### src/rtl/atu_pkg.sv
package atu_pkg;
    parameter int VA_W      = 20;
    parameter int PPN_W     = 8;
    parameter int PT_DEPTH  = 16;
    parameter int TLB_N     = 4;
    parameter int OFF_SMALL = 12;
    parameter int OFF_LARGE = 14;

    localparam int VPN_W     = VA_W - OFF_SMALL;
    localparam int PA_W      = PPN_W + OFF_LARGE;
    localparam int PT_IDX_W  = $clog2(PT_DEPTH);
    localparam int TLB_IDX_W = $clog2(TLB_N);

    typedef enum logic [1:0] {
        KIND_NONE  = 2'd0,
        KIND_TLB   = 2'd1,
        KIND_PT    = 2'd2,
        KIND_FAULT = 2'd3
    } xlat_kind_e;

    typedef enum logic {
        ST_IDLE = 1'b0,
        ST_WALK = 1'b1
    } atu_state_e;

    typedef struct packed {
        logic             valid;
        logic [VPN_W-1:0] tag;
        logic [PPN_W-1:0] ppn;
    } tlb_entry_t;

    typedef struct packed {
        logic             valid;
        logic [PPN_W-1:0] ppn;
    } pt_entry_t;

    function automatic logic [VPN_W-1:0] vpn_of(logic [VA_W-1:0] va, logic big);
        return big ? VPN_W'(va >> OFF_LARGE) : VPN_W'(va >> OFF_SMALL);
    endfunction

    function automatic logic [OFF_LARGE-1:0] off_of(logic [VA_W-1:0] va, logic big);
        return big ? va[OFF_LARGE-1:0] : OFF_LARGE'(va[OFF_SMALL-1:0]);
    endfunction

    function automatic logic [PA_W-1:0] make_paddr(logic [PPN_W-1:0] ppn,
                                                   logic [OFF_LARGE-1:0] off,
                                                   logic big);
        return big ? PA_W'({ppn, off}) : PA_W'({ppn, off[OFF_SMALL-1:0]});
    endfunction
endpackage

### src/rtl/atu_tlb_array.sv
module atu_tlb_array
    import atu_pkg::*;
(
    input  logic                 clk,
    input  logic                 rst,
    input  logic [VPN_W-1:0]     look_vpn,
    output logic                 look_hit,
    output logic [TLB_IDX_W-1:0] look_idx,
    output logic [PPN_W-1:0]     look_ppn,
    input  logic                 hit_touch,
    input  logic                 fill_en,
    input  logic [VPN_W-1:0]     fill_vpn,
    input  logic [PPN_W-1:0]     fill_ppn,
    input  logic                 ld_en,
    input  logic [TLB_IDX_W-1:0] ld_idx,
    input  tlb_entry_t           ld_entry
);
    tlb_entry_t             ent [TLB_N];
    logic [TLB_IDX_W-1:0]   age [TLB_N];
    logic [TLB_N-1:0]       match_vec;
    logic [TLB_N-1:0]       free_vec;
    logic [TLB_N-1:0]       oldest_vec;
    logic [TLB_IDX_W-1:0]   victim;
    logic                   wr_en;
    logic [TLB_IDX_W-1:0]   wr_idx;
    tlb_entry_t             wr_data;
    logic                   touch_en;
    logic [TLB_IDX_W-1:0]   touch_idx;

    for (genvar g = 0; g < TLB_N; g++) begin : g_slot
        assign match_vec[g]  = ent[g].valid && (ent[g].tag == look_vpn);
        assign free_vec[g]   = !ent[g].valid;
        assign oldest_vec[g] = (age[g] == TLB_IDX_W'(TLB_N - 1));
    end

    always_comb begin
        look_idx = '0;
        for (int i = TLB_N - 1; i >= 0; i--) begin
            if (match_vec[i]) look_idx = TLB_IDX_W'(i);
        end
    end
    assign look_hit = |match_vec;
    assign look_ppn = ent[look_idx].ppn;

    always_comb begin
        victim = '0;
        if (|free_vec) begin
            for (int i = TLB_N - 1; i >= 0; i--) begin
                if (free_vec[i]) victim = TLB_IDX_W'(i);
            end
        end else begin
            for (int i = 0; i < TLB_N; i++) begin
                if (oldest_vec[i]) victim = TLB_IDX_W'(i);
            end
        end
    end

    always_comb begin
        wr_en   = ld_en || fill_en;
        wr_idx  = ld_en ? ld_idx : victim;
        wr_data = ld_entry;
        if (!ld_en) begin
            wr_data.valid = 1'b1;
            wr_data.tag   = fill_vpn;
            wr_data.ppn   = fill_ppn;
        end
        touch_en  = wr_en || hit_touch;
        touch_idx = wr_en ? wr_idx : look_idx;
    end

    always_ff @(posedge clk) begin
        if (rst) begin
            for (int i = 0; i < TLB_N; i++) begin
                ent[i] <= '0;
                age[i] <= TLB_IDX_W'(i);
            end
        end else begin
            if (wr_en) ent[wr_idx] <= wr_data;
            if (touch_en) begin
                for (int i = 0; i < TLB_N; i++) begin
                    if (TLB_IDX_W'(i) == touch_idx)
                        age[i] <= '0;
                    else if (age[i] < age[touch_idx])
                        age[i] <= age[i] + TLB_IDX_W'(1);
                end
            end
        end
    end

    logic [TLB_IDX_W-1:0] chk_fill_idx;
    logic [VPN_W-1:0]     chk_fill_vpn;
    always_ff @(posedge clk) begin
        chk_fill_idx <= victim;
        chk_fill_vpn <= fill_vpn;
    end

    AST_ONE_OLDEST: assert property (@(posedge clk) disable iff (rst)
        $countones(oldest_vec) == 1);

    AST_FILL_IS_MRU: assert property (@(posedge clk) disable iff (rst)
        (fill_en && !ld_en) |=> (age[chk_fill_idx] == '0)
                                && ent[chk_fill_idx].valid
                                && (ent[chk_fill_idx].tag == chk_fill_vpn));

    AST_HIT_SINGLE: assert property (@(posedge clk) disable iff (rst)
        hit_touch |-> ($countones(match_vec) == 1));
endmodule

### src/rtl/atu_page_table.sv
module atu_page_table
    import atu_pkg::*;
(
    input  logic                clk,
    input  logic                rst,
    input  logic [PT_IDX_W-1:0] rd_idx,
    output pt_entry_t           rd_entry,
    output logic [PPN_W-1:0]    next_ppn,
    input  logic                alloc_en,
    input  logic                ld_en,
    input  logic [PT_IDX_W-1:0] ld_idx,
    input  pt_entry_t           ld_entry
);
    pt_entry_t        ent [PT_DEPTH];
    logic             any_valid;
    logic [PPN_W-1:0] max_ppn;

    assign rd_entry = ent[rd_idx];

    always_comb begin
        any_valid = 1'b0;
        max_ppn   = '0;
        for (int i = 0; i < PT_DEPTH; i++) begin
            if (ent[i].valid) begin
                if (!any_valid || (ent[i].ppn > max_ppn)) max_ppn = ent[i].ppn;
                any_valid = 1'b1;
            end
        end
        next_ppn = any_valid ? max_ppn + PPN_W'(1) : '0;
    end

    always_ff @(posedge clk) begin
        if (rst) begin
            for (int i = 0; i < PT_DEPTH; i++) ent[i] <= '0;
        end else if (ld_en) begin
            ent[ld_idx] <= ld_entry;
        end else if (alloc_en) begin
            ent[rd_idx].valid <= 1'b1;
            ent[rd_idx].ppn   <= next_ppn;
        end
    end

    logic [PT_IDX_W-1:0] chk_idx;
    logic [PPN_W-1:0]    chk_ppn;
    always_ff @(posedge clk) begin
        chk_idx <= rd_idx;
        chk_ppn <= next_ppn;
    end

    AST_ALLOC_ON_INVALID: assert property (@(posedge clk) disable iff (rst)
        alloc_en |-> !rd_entry.valid);

    AST_ALLOC_MAPS_PAGE: assert property (@(posedge clk) disable iff (rst)
        (alloc_en && !ld_en) |=> ent[chk_idx].valid && (ent[chk_idx].ppn == chk_ppn));
endmodule

### src/rtl/atu_top.sv
module atu_top
    import atu_pkg::*;
(
    input  logic                 clk,
    input  logic                 rst,
    input  logic                 req_valid,
    input  logic [VA_W-1:0]      req_vaddr,
    input  logic                 page_mode,
    output logic                 busy,
    output logic                 rsp_valid,
    output logic [1:0]           rsp_kind,
    output logic [PA_W-1:0]      rsp_paddr,
    output logic                 rsp_err,
    input  logic                 tlb_ld_en,
    input  logic [TLB_IDX_W-1:0] tlb_ld_idx,
    input  logic                 tlb_ld_valid,
    input  logic [VPN_W-1:0]     tlb_ld_tag,
    input  logic [PPN_W-1:0]     tlb_ld_ppn,
    input  logic                 pt_ld_en,
    input  logic [PT_IDX_W-1:0]  pt_ld_idx,
    input  logic                 pt_ld_valid,
    input  logic [PPN_W-1:0]     pt_ld_ppn
);
    atu_state_e             state;
    logic [PT_IDX_W-1:0]    walk_idx;
    logic [OFF_LARGE-1:0]   walk_off;
    logic                   walk_big;

    logic [VPN_W-1:0]       vpn_in;
    logic [OFF_LARGE-1:0]   off_in;
    logic                   in_range;
    logic                   accept;

    logic                   look_hit;
    logic [TLB_IDX_W-1:0]   look_idx;
    logic [PPN_W-1:0]       look_ppn;
    logic                   hit_touch;
    logic                   in_walk;
    logic                   fill_en;
    logic [PPN_W-1:0]       walk_ppn;
    logic                   alloc_en;
    pt_entry_t              pt_rd;
    logic [PPN_W-1:0]       next_ppn;
    tlb_entry_t             tlb_ld_entry;
    pt_entry_t              pt_ld_entry;

    assign vpn_in    = vpn_of(req_vaddr, page_mode);
    assign off_in    = off_of(req_vaddr, page_mode);
    assign in_range  = (vpn_in < VPN_W'(PT_DEPTH));
    assign accept    = req_valid && (state == ST_IDLE);
    assign hit_touch = accept && in_range && look_hit;
    assign in_walk   = (state == ST_WALK);
    assign fill_en   = in_walk;
    assign alloc_en  = in_walk && !pt_rd.valid;
    assign walk_ppn  = pt_rd.valid ? pt_rd.ppn : next_ppn;
    assign busy      = in_walk;

    always_comb begin
        tlb_ld_entry.valid = tlb_ld_valid;
        tlb_ld_entry.tag   = tlb_ld_tag;
        tlb_ld_entry.ppn   = tlb_ld_ppn;
        pt_ld_entry.valid  = pt_ld_valid;
        pt_ld_entry.ppn    = pt_ld_ppn;
    end

    atu_tlb_array i_tlb (
        .clk       (clk),
        .rst       (rst),
        .look_vpn  (vpn_in),
        .look_hit  (look_hit),
        .look_idx  (look_idx),
        .look_ppn  (look_ppn),
        .hit_touch (hit_touch),
        .fill_en   (fill_en),
        .fill_vpn  (VPN_W'(walk_idx)),
        .fill_ppn  (walk_ppn),
        .ld_en     (tlb_ld_en),
        .ld_idx    (tlb_ld_idx),
        .ld_entry  (tlb_ld_entry)
    );

    atu_page_table i_pt (
        .clk      (clk),
        .rst      (rst),
        .rd_idx   (walk_idx),
        .rd_entry (pt_rd),
        .next_ppn (next_ppn),
        .alloc_en (alloc_en),
        .ld_en    (pt_ld_en),
        .ld_idx   (pt_ld_idx),
        .ld_entry (pt_ld_entry)
    );

    always_ff @(posedge clk) begin
        if (rst) begin
            state     <= ST_IDLE;
            walk_idx  <= '0;
            walk_off  <= '0;
            walk_big  <= 1'b0;
            rsp_valid <= 1'b0;
            rsp_kind  <= KIND_NONE;
            rsp_paddr <= '0;
            rsp_err   <= 1'b0;
        end else begin
            rsp_valid <= 1'b0;
            case (state)
                ST_IDLE: begin
                    if (accept) begin
                        if (!in_range) begin
                            rsp_valid <= 1'b1;
                            rsp_err   <= 1'b1;
                            rsp_kind  <= KIND_NONE;
                            rsp_paddr <= '0;
                        end else if (look_hit) begin
                            rsp_valid <= 1'b1;
                            rsp_err   <= 1'b0;
                            rsp_kind  <= KIND_TLB;
                            rsp_paddr <= make_paddr(look_ppn, off_in, page_mode);
                        end else begin
                            state    <= ST_WALK;
                            walk_idx <= vpn_in[PT_IDX_W-1:0];
                            walk_off <= off_in;
                            walk_big <= page_mode;
                        end
                    end
                end
                ST_WALK: begin
                    rsp_valid <= 1'b1;
                    rsp_err   <= 1'b0;
                    rsp_kind  <= pt_rd.valid ? KIND_PT : KIND_FAULT;
                    rsp_paddr <= make_paddr(walk_ppn, walk_off, walk_big);
                    state     <= ST_IDLE;
                end
                default: state <= ST_IDLE;
            endcase
        end
    end

    AST_HIT_NEXT_EDGE: assert property (@(posedge clk) disable iff (rst)
        hit_touch |=> rsp_valid && (rsp_kind == KIND_TLB) && !rsp_err);

    AST_MISS_WALKS: assert property (@(posedge clk) disable iff (rst)
        (accept && in_range && !look_hit) |=> busy && !rsp_valid);

    AST_WALK_ONE_CYCLE: assert property (@(posedge clk) disable iff (rst)
        busy |=> !busy && rsp_valid && !rsp_err);

    AST_ERR_SHAPE: assert property (@(posedge clk) disable iff (rst)
        (rsp_valid && rsp_err) |-> (rsp_kind == KIND_NONE) && (rsp_paddr == '0));

    AST_RANGE_ERR: assert property (@(posedge clk) disable iff (rst)
        (accept && !in_range) |=> rsp_valid && rsp_err && !busy);
endmodule

### config.mk
export PLATFORM = sky130hd
export DESIGN_NAME = atu_top
export DESIGN_NICKNAME = d
export VERILOG_FILES = /design/src/rtl/atu_pkg.sv /design/src/rtl/atu_tlb_array.sv /design/src/rtl/atu_page_table.sv /design/src/rtl/atu_top.sv
export SDC_FILE = /design/constraint.sdc
export NUM_CORES = 1
export LEC_CHECK = 0
export BUFFER_PORTS_ARGS = -buffer_cell sky130_fd_sc_hd__buf_4
export CORE_UTILIZATION = 30
export CTS_CLUSTER_DIAMETER = 30
export DETAILED_ROUTE_END_ITERATION = 8
export PLACE_DENSITY_LB_ADDON = 0.05
export SETUP_SLACK_MARGIN = 0.05
export SYNTH_ARGS = -nofsm -noshare
export SYNTH_HDL_FRONTEND = slang
export SYNTH_SLANG_ARGS = --single-unit
### constraint.sdc
create_clock -name clk -period 40.5 [get_ports clk]
set_input_delay 8.1 -clock clk [delete_from_list [all_inputs] [get_ports clk]]
set_output_delay 8.1 -clock clk [all_outputs]
set_load 0.005 [all_outputs]
==> results_dict.tcl, run 1 <==
set metrics [dict create \
    outcome "finished clean" \
    floorplan.initialDensity 0.304 \
    die_w_um 255 \
    dominant_combinational_cell_family_by_area_after_synthesis "simple AND/OR/NAND/NOR gates" \
    sequentialPowerShare 0.228 \
    pin_count_of_the_biggest_net_entering_global_routing 56 \
    place_congestion 0.836 \
    synth_enable_flop_cells 220 \
    coreArea_um2 63200 \
    drt-wirelength-per-cell_um 22.9 \
    ys_seq_area_frac 0.395 \
    clock_tree.root_cell "sky130_fd_sc_hd__clkbuf_16" \
    cts_buffer_depth 3 \
    track_usage 0.211 \
    hold_slack_ns 0.478 \
    antenna_left 0 \
    nets 2248 \
    drive_gt1_frac 0.169 \
    max_cap_viol_count 0 \
    portion_of_the_clock_cycle_consumed_by_the_worst_path_in_the_final_layout 0.859 \
    timing.hold.worst.class "reg -> reg" \
    n_antenna_cell 0 \
    overflow 0 \
    dp_hpwl_um 50700 \
    final_core_util 0.369 \
    cts_tree "yes" \
    synth_top_cell_by_area "sky130_fd_sc_hd__edfxtp_1" \
    place.port_buffers 84 \
    syn_inst 2000 \
    critPathCaptureType "flop" \
    grt_first_pass_wirelength_um 101000 \
    leakagePower_uw 0.00905 \
    detailroute.via_count 15800 \
    cell_int_power_uw 923 \
    worstPathRequired_ns 40.79 \
    comb_power_share 0.359 \
    drt-initial-drc-count 1106 \
    async_reset_ff_frac 0 \
    max_slew_margin 0.188 \
    place_worst_setup_slack_ns 6.08 \
    synth-adder-area-share 0.0691 \
    netSwitchingFraction 0.364 \
    clock_power_share 0.413 \
    top_level_ports 85 \
    synthDominantCellAreaShare 0.343 \
    timing_max_transition_violations_final 0 \
    yosysUniqueCellTypes 112 \
    post-route-min-period_ns 34.78 \
    viasPerCell 5.27 \
    critical_path.startpoint_type "flop" \
    synthMostInstantiatedCell "sky130_fd_sc_hd__nor2_1" \
    placementRows 92 \
    fillerInstances 6305 \
    cts_hold_buffers_added 0 \
    setup_total_negative_slack_ns 0 \
    rsz0062_at_grt "no" \
    drt_pass1_iterations 6 \
    clock_sinks 270 \
    yosys_most_used_dff "sky130_fd_sc_hd__edfxtp_1" \
    worst_ir_drop_vdd_uv 35.1 \
    timing.final.setup_violations 0 \
    yosys_register_bits 270 \
    worst_slew_pin_slew_ns 1.19 \
    clk_transition_reported_paths_ns 0.04 \
    netlist_top_cells_count "sky130_fd_sc_hd__nor2_1, sky130_fd_sc_hd__edfxtp_1, sky130_fd_sc_hd__nand2_1, sky130_fd_sc_hd__inv_1" \
    insertion_delay_ns 0.61 \
    die_area_um2 65100 \
    cts.repair_timing.setup_buffer_count 0 \
    data_arrival_time_at_the_worst_slack_endpoint_ns 35.08 \
    finClkSkew_ns 0.0280 \
    tritoncts.num_buffers 79 \
    drc 0 \
    cts.repair.resized 0 \
    power_density_nw_per_um2 62.2 \
    die-height_um 255 \
    timing_hold_violations_final 0 \
    synth_area_um2 19200 \
    synth_compound_area_frac 0.148 \
    antenna_violations_before_repair 0 \
    yosys-top-cells-area "sky130_fd_sc_hd__edfxtp_1, sky130_fd_sc_hd__nor2_1, sky130_fd_sc_hd__ha_1" \
    setup_ws_ns 5.72 \
    worst_path_max_delay_cell "sky130_fd_sc_hd__a2111oi_0" \
    post_synth_and_or_nand_nor_area_fraction 0.189 \
    cpMostUsedCell "sky130_fd_sc_hd__ha_1" \
    timing_worst_setup_path_type "reg -> reg" \
    synth-xor-area-share 0.0273 \
    postRouteWirelength_um 68600 \
    grt_pass1_vias 15400 \
    timing.critical_path.slowest_cell_delay_ns 1.03 \
    cts_h_tree_depth 3 \
    layout-area-overhead-vs-synth_pct 21.3 \
    switching_power_uw 527 \
    fmax_ghz 0.0287 \
    synth.net_count 2161 \
    critical_path.max_fanout 20 \
    muxShareOfSynthArea 0.128 \
    synth_warnings 0 \
    synthesis.area_per_instance_um2 9.62 \
]
-- cell type report --
type                       count  area (µm²)  share of cell area
clock inverter                40         475              0.0204
multi-input combinational   1522       10900               0.466
timing repair buffer         101         758              0.0325
tap                          846        1060              0.0454
clock buffer                 104        2130              0.0913
sequential                   270        7610               0.326
inverter                     113         424              0.0182
-- power groups by stage --
stage	logic (µW)	clock network, µW	registers [µW]
floorplan	379	0	327
global placement	512	0	336
detailed placement	514	0	336
CTS	517	608	332
global route	571	622	333
finish	520	599	331
-- worst paths after layout --
kind                    endpoint  slack [ns]            from  cells past startpoint
setup / recovery  i_pt.ent[2][7]        5.72  i_pt.ent[0][8]                    154
setup reg to reg  i_pt.ent[2][7]        5.72  i_pt.ent[0][8]                    154
hold reg to reg     rsp_paddr[6]        0.48     walk_off[6]                      2
hold / removal      rsp_paddr[6]        0.48     walk_off[6]                      2
-- metal layers --
metal	track usage	part of all wire
met4	0.0482	0.018
met1	0.293	0.47
met5	0	0
met2	0.339	0.46
met3	0.0412	0.055
-- placed cells by master, fill, tap and decap left out, types with 9 or more instances in the layout --
master / instances
sky130_fd_sc_hd__a211oi_1: 18
sky130_fd_sc_hd__a21o_1: 18
sky130_fd_sc_hd__a21oi_1: 100
sky130_fd_sc_hd__a22oi_1: 9
sky130_fd_sc_hd__a31oi_1: 11
sky130_fd_sc_hd__and2_1: 19
sky130_fd_sc_hd__and3_1: 19
sky130_fd_sc_hd__and4_1: 9
sky130_fd_sc_hd__buf_4: 101
sky130_fd_sc_hd__clkbuf_1: 19
sky130_fd_sc_hd__clkbuf_16: 79
sky130_fd_sc_hd__clkinv_1: 12
sky130_fd_sc_hd__clkinv_2: 12
sky130_fd_sc_hd__dfxtp_1: 48
sky130_fd_sc_hd__edfxtp_1: 220
sky130_fd_sc_hd__ha_1: 103
sky130_fd_sc_hd__inv_1: 112
sky130_fd_sc_hd__mux2_2: 25
sky130_fd_sc_hd__mux2i_1: 84
sky130_fd_sc_hd__mux4_2: 50
sky130_fd_sc_hd__nand2_1: 162
sky130_fd_sc_hd__nand2b_1: 55
sky130_fd_sc_hd__nand3_1: 29
sky130_fd_sc_hd__nand4_1: 18
sky130_fd_sc_hd__nor2_1: 347
sky130_fd_sc_hd__nor2b_1: 26
sky130_fd_sc_hd__nor3_1: 45
sky130_fd_sc_hd__nor3b_1: 11
sky130_fd_sc_hd__o211ai_1: 10
sky130_fd_sc_hd__o21a_1: 13
sky130_fd_sc_hd__o21ai_0: 71
sky130_fd_sc_hd__o21ai_1: 16
sky130_fd_sc_hd__o31ai_1: 10
sky130_fd_sc_hd__or2_2: 9
sky130_fd_sc_hd__or3_1: 10
sky130_fd_sc_hd__xnor2_1: 34
sky130_fd_sc_hd__xor2_1: 21
-- state kept, by name, indices dropped and copies added, names as in the netlist, 2 cells and up, named ones only --
| register | count |
|---|---|
| i_pt.ent | 144 |
| i_tlb.ent | 68 |
| rsp_paddr | 22 |
| walk_off | 14 |
| i_tlb.age | 8 |
| walk_idx | 4 |
| rsp_kind | 2 |
-- metrics by stage --
| step | std cells | area (µm²) | power (µW) |
|---|---|---|---|
| global route | 2996 | 23300 | 1530 |
| CTS | 2996 | 23300 | 1460 |
| floorplan | 2000 | 19200 | 705 |
| detailed placement | 2852 | 20700 | 850 |
| finish | 2996 | 23300 | 1450 |
| global placement | 2852 | 20700 | 848 |
-- worst max-delay path, delay by kind of cell (launching register included) --
| kind | cells | cell delay (ns) |
|---|---|---|
| compound gates | 74 | 16.92 |
| simple gates | 49 | 9.43 |
| fa+ha+maj | 15 | 4.25 |
| mux | 7 | 2.34 |
| flops | 1 | 0.72 |
| buf+inv | 9 | 0.72 |
-- cells by family (layout without fill, tap and decap cells) --
| logic type | count (synthesis) | after routing |
|---|---|---|
| and+or+nand+nor | 787 | 787 |
| adders and majority gates | 107 | 107 |
| DFF | 270 | 270 |
| buffers and inverters | 208 | 358 |
| AOI/OAI and AO/OA | 398 | 398 |
| muxes | 173 | 173 |
| xor gates and xnor gates | 57 | 57 |
(Power assumes the default switching activity.)
==> run 2: changes to the inputs <==
--- a/config.mk
+++ b/config.mk
@@ -8,8 +8,10 @@
 export BUFFER_PORTS_ARGS = -buffer_cell sky130_fd_sc_hd__buf_4
 export CORE_UTILIZATION = 30
 export CTS_CLUSTER_DIAMETER = 30
+export CTS_CLUSTER_SIZE = 14
 export DETAILED_ROUTE_END_ITERATION = 8
 export PLACE_DENSITY_LB_ADDON = 0.05
+export REMOVE_ABC_BUFFERS = 1
 export SETUP_SLACK_MARGIN = 0.05
 export SYNTH_ARGS = -nofsm -noshare
 export SYNTH_HDL_FRONTEND = slang
==> constraint.sdc (replaced) <==
create_clock -name clk -period 40.5 [get_ports clk]
set_input_delay 4.05 -clock clk [delete_from_list [all_inputs] [get_ports clk]]
set_output_delay 4.05 -clock clk [all_outputs]
set_load 0.005 [all_outputs]
==> results_dict.tcl, run 2 (synthesis gave the netlist of run 1 again) <==
set metrics [dict create \
    drt-wirelength-per-cell_um 22.9 \
    postRouteWirelength_um 68400 \
    start_of_the_worst_register_to_register_path "i_pt.ent[0][8]" \
    finClkSkew_ns 0.0167 \
    setup_total_negative_slack_ns 0 \
    drc 0 \
    cts_hold_buffers_added 0 \
    cpMostUsedCell "sky130_fd_sc_hd__ha_1" \
    timing.hold.worst.class "reg -> reg" \
    data_arrival_time_at_the_worst_slack_endpoint_ns 35.17 \
    leakagePower_uw 0.00903 \
    timing.critical_path.slowest_cell_delay_ns 1.08 \
    cts.repair_timing.setup_buffer_count 0 \
    most-common-layout-cells "sky130_fd_sc_hd__nor2_1, sky130_fd_sc_hd__edfxtp_1, sky130_fd_sc_hd__nand2_1" \
    layout_commonest_cell "sky130_fd_sc_hd__nor2_1" \
    drt_pass1_iterations 5 \
    timing.final.setup_violations 0 \
    drt-initial-drc-count 1244 \
    critical_path.max_fanout 20 \
    timing_hold_violations_final 0 \
    coreArea_um2 63200 \
    max_cap_viol_count 0 \
    dp_hpwl_um 50500 \
    worst_path_max_delay_cell "sky130_fd_sc_hd__mux2i_2" \
    reg2reg_depth 153 \
    place_congestion 0.861 \
    viasPerCell 5.26 \
    largest_register "i_pt.ent" \
    worstSetupEndpoint "i_pt.ent[14][4]" \
    top_level_ports 85 \
    pin_count_of_the_biggest_net_entering_global_routing 58 \
    fmax_ghz 0.0287 \
    place.port_buffers 84 \
    nets 2243 \
    cts_h_tree_depth 3 \
    clock_sinks 270 \
    antenna_left 0 \
    timing_max_transition_violations_final 0 \
    layout-area-overhead-vs-synth_pct 21.0 \
    largestRegisters "i_pt.ent (144), i_tlb.ent (68), rsp_paddr (22)" \
    tritoncts.num_buffers 76 \
    grt_pass1_vias 15200 \
    post-route-min-period_ns 34.89 \
    floorplan.initialDensity 0.304 \
    critPathCaptureType "flop" \
    cts.repair.resized 0 \
    worst_ir_drop_vdd_uv 38.5 \
    die_area_um2 65100 \
    worstPathRequired_ns 40.77 \
    detailroute.via_count 15700 \
    die_w_um 255 \
    clk_transition_reported_paths_ns 0.04 \
    outcome "finished clean" \
    critical_path.startpoint "i_pt.ent[0][8]" \
    die-height_um 255 \
    clock_tree.root_cell "sky130_fd_sc_hd__clkbuf_16" \
    grt_first_pass_wirelength_um 101000 \
    regToRegEndpoint "i_pt.ent[14][4]" \
    worst_slew_pin_slew_ns 1.38 \
    critical_path.startpoint_type "flop" \
    rsz0062_at_grt "no" \
    power_density_nw_per_um2 61.9 \
    antenna_violations_before_repair 0 \
    max_slew_margin 0.0621 \
    portion_of_the_clock_cycle_consumed_by_the_worst_path_in_the_final_layout 0.862 \
    placementRows 92 \
    min_delay_path_depth 2 \
    cts_buffer_depth 3 \
    reg2reg_slack_ns 5.61 \
    insertion_delay_ns 0.59 \
    n_antenna_cell 0 \
    cts_tree "yes" \
    timing_worst_setup_path_type "reg -> reg" \
    power.total_uw 1440 \
    track_usage 0.211 \
    overflow 0 \
    largest_register_ff_count 144 \
    drive_gt1_frac 0.169 \
]
run 2: cell count changes in the layout (fill, tap and decap cells not counted), moves of 2 or more:
cell,previous run,this run
sky130_fd_sc_hd__clkinv_2,12,16
sky130_fd_sc_hd__clkbuf_1,19,11
sky130_fd_sc_hd__clkinv_16,2,0
sky130_fd_sc_hd__clkinv_8,2,0
sky130_fd_sc_hd__clkbuf_16,79,77
sky130_fd_sc_hd__clkbuf_8,6,2
sky130_fd_sc_hd__clkinv_1,12,14
sky130_fd_sc_hd__buf_4,101,99
sky130_fd_sc_hd__bufinv_16,7,12
run 2: worst min-delay path by stage:
| stage | from | end | slack, ns |
|---|---|---|---|
| 2_1_floorplan | walk_off[12] | walk_off[12] | 0.44 |
| 3_3_place_gp | walk_off[12] | walk_off[12] | 0.46 |
| 5_1_grt | walk_off[5] | rsp_paddr[5] | 0.50 |
| 4_1_cts | walk_off[12] | walk_off[12] | 0.47 |
| 3_5_place_dp | walk_off[12] | walk_off[12] | 0.46 |
| 6_report | walk_off[12] | walk_off[12] | 0.47 |
run 2: area by class of cell:
class | instances | area [µm²]
fill | 6289 | 39900
multi-input combinational | 1522 | 10900
tap | 846 | 1060
timing repair buffer | 99 | 743
clock inverter | 49 | 577
inverter | 113 | 424
sequential | 270 | 7610
clock buffer | 90 | 2000
run 2: critical path, delay by kind of cell (launching register included):
family / cells / cell delay (ns)
mux: 10 / 4.09
buf+inv: 8 / 0.67
fa+ha+maj: 16 / 4.56
flops: 1 / 0.74
compound gates: 71 / 15.40
simple gates: 47 / 8.88
xor+xnor: 1 / 0.19
run 2: metrics by stage:
step | instances | cell area [µm²] | worst slack (ns) | hold WS [ns] | util
6_report | 2989 | 23300 | 5.61 | 0.467 | 0.368
5_1_grt | 2989 | 23300 | 2.18 | 0.497 | 0.368
4_1_cts | 2989 | 23300 | 5.71 | 0.472 | 0.368
3_5_place_dp | 2850 | 20700 | 5.85 | 0.464 | 0.328
3_3_place_gp | 2850 | 20700 | 6.49 | 0.458 | 0.328
2_1_floorplan | 1905 | 18900 | 10.75 | 0.442 | -
run 2: layer usage:
layer / up-vias / global-route usage / share of wire
met1: 7773 / 0.295 / 0.48
met2: 334 / 0.337 / 0.46
met5: - / 0 / 0
met3: 90 / 0.0336 / 0.042
li1: 7532 / - / -
met4: 0 / 0.0525 / 0.020
run 2: report_power, final:
group	switching, µW	internal [µW]	total (µW)
Clock	180	424	605
Sequential	15.4	316	331
Combinational	311	193	504
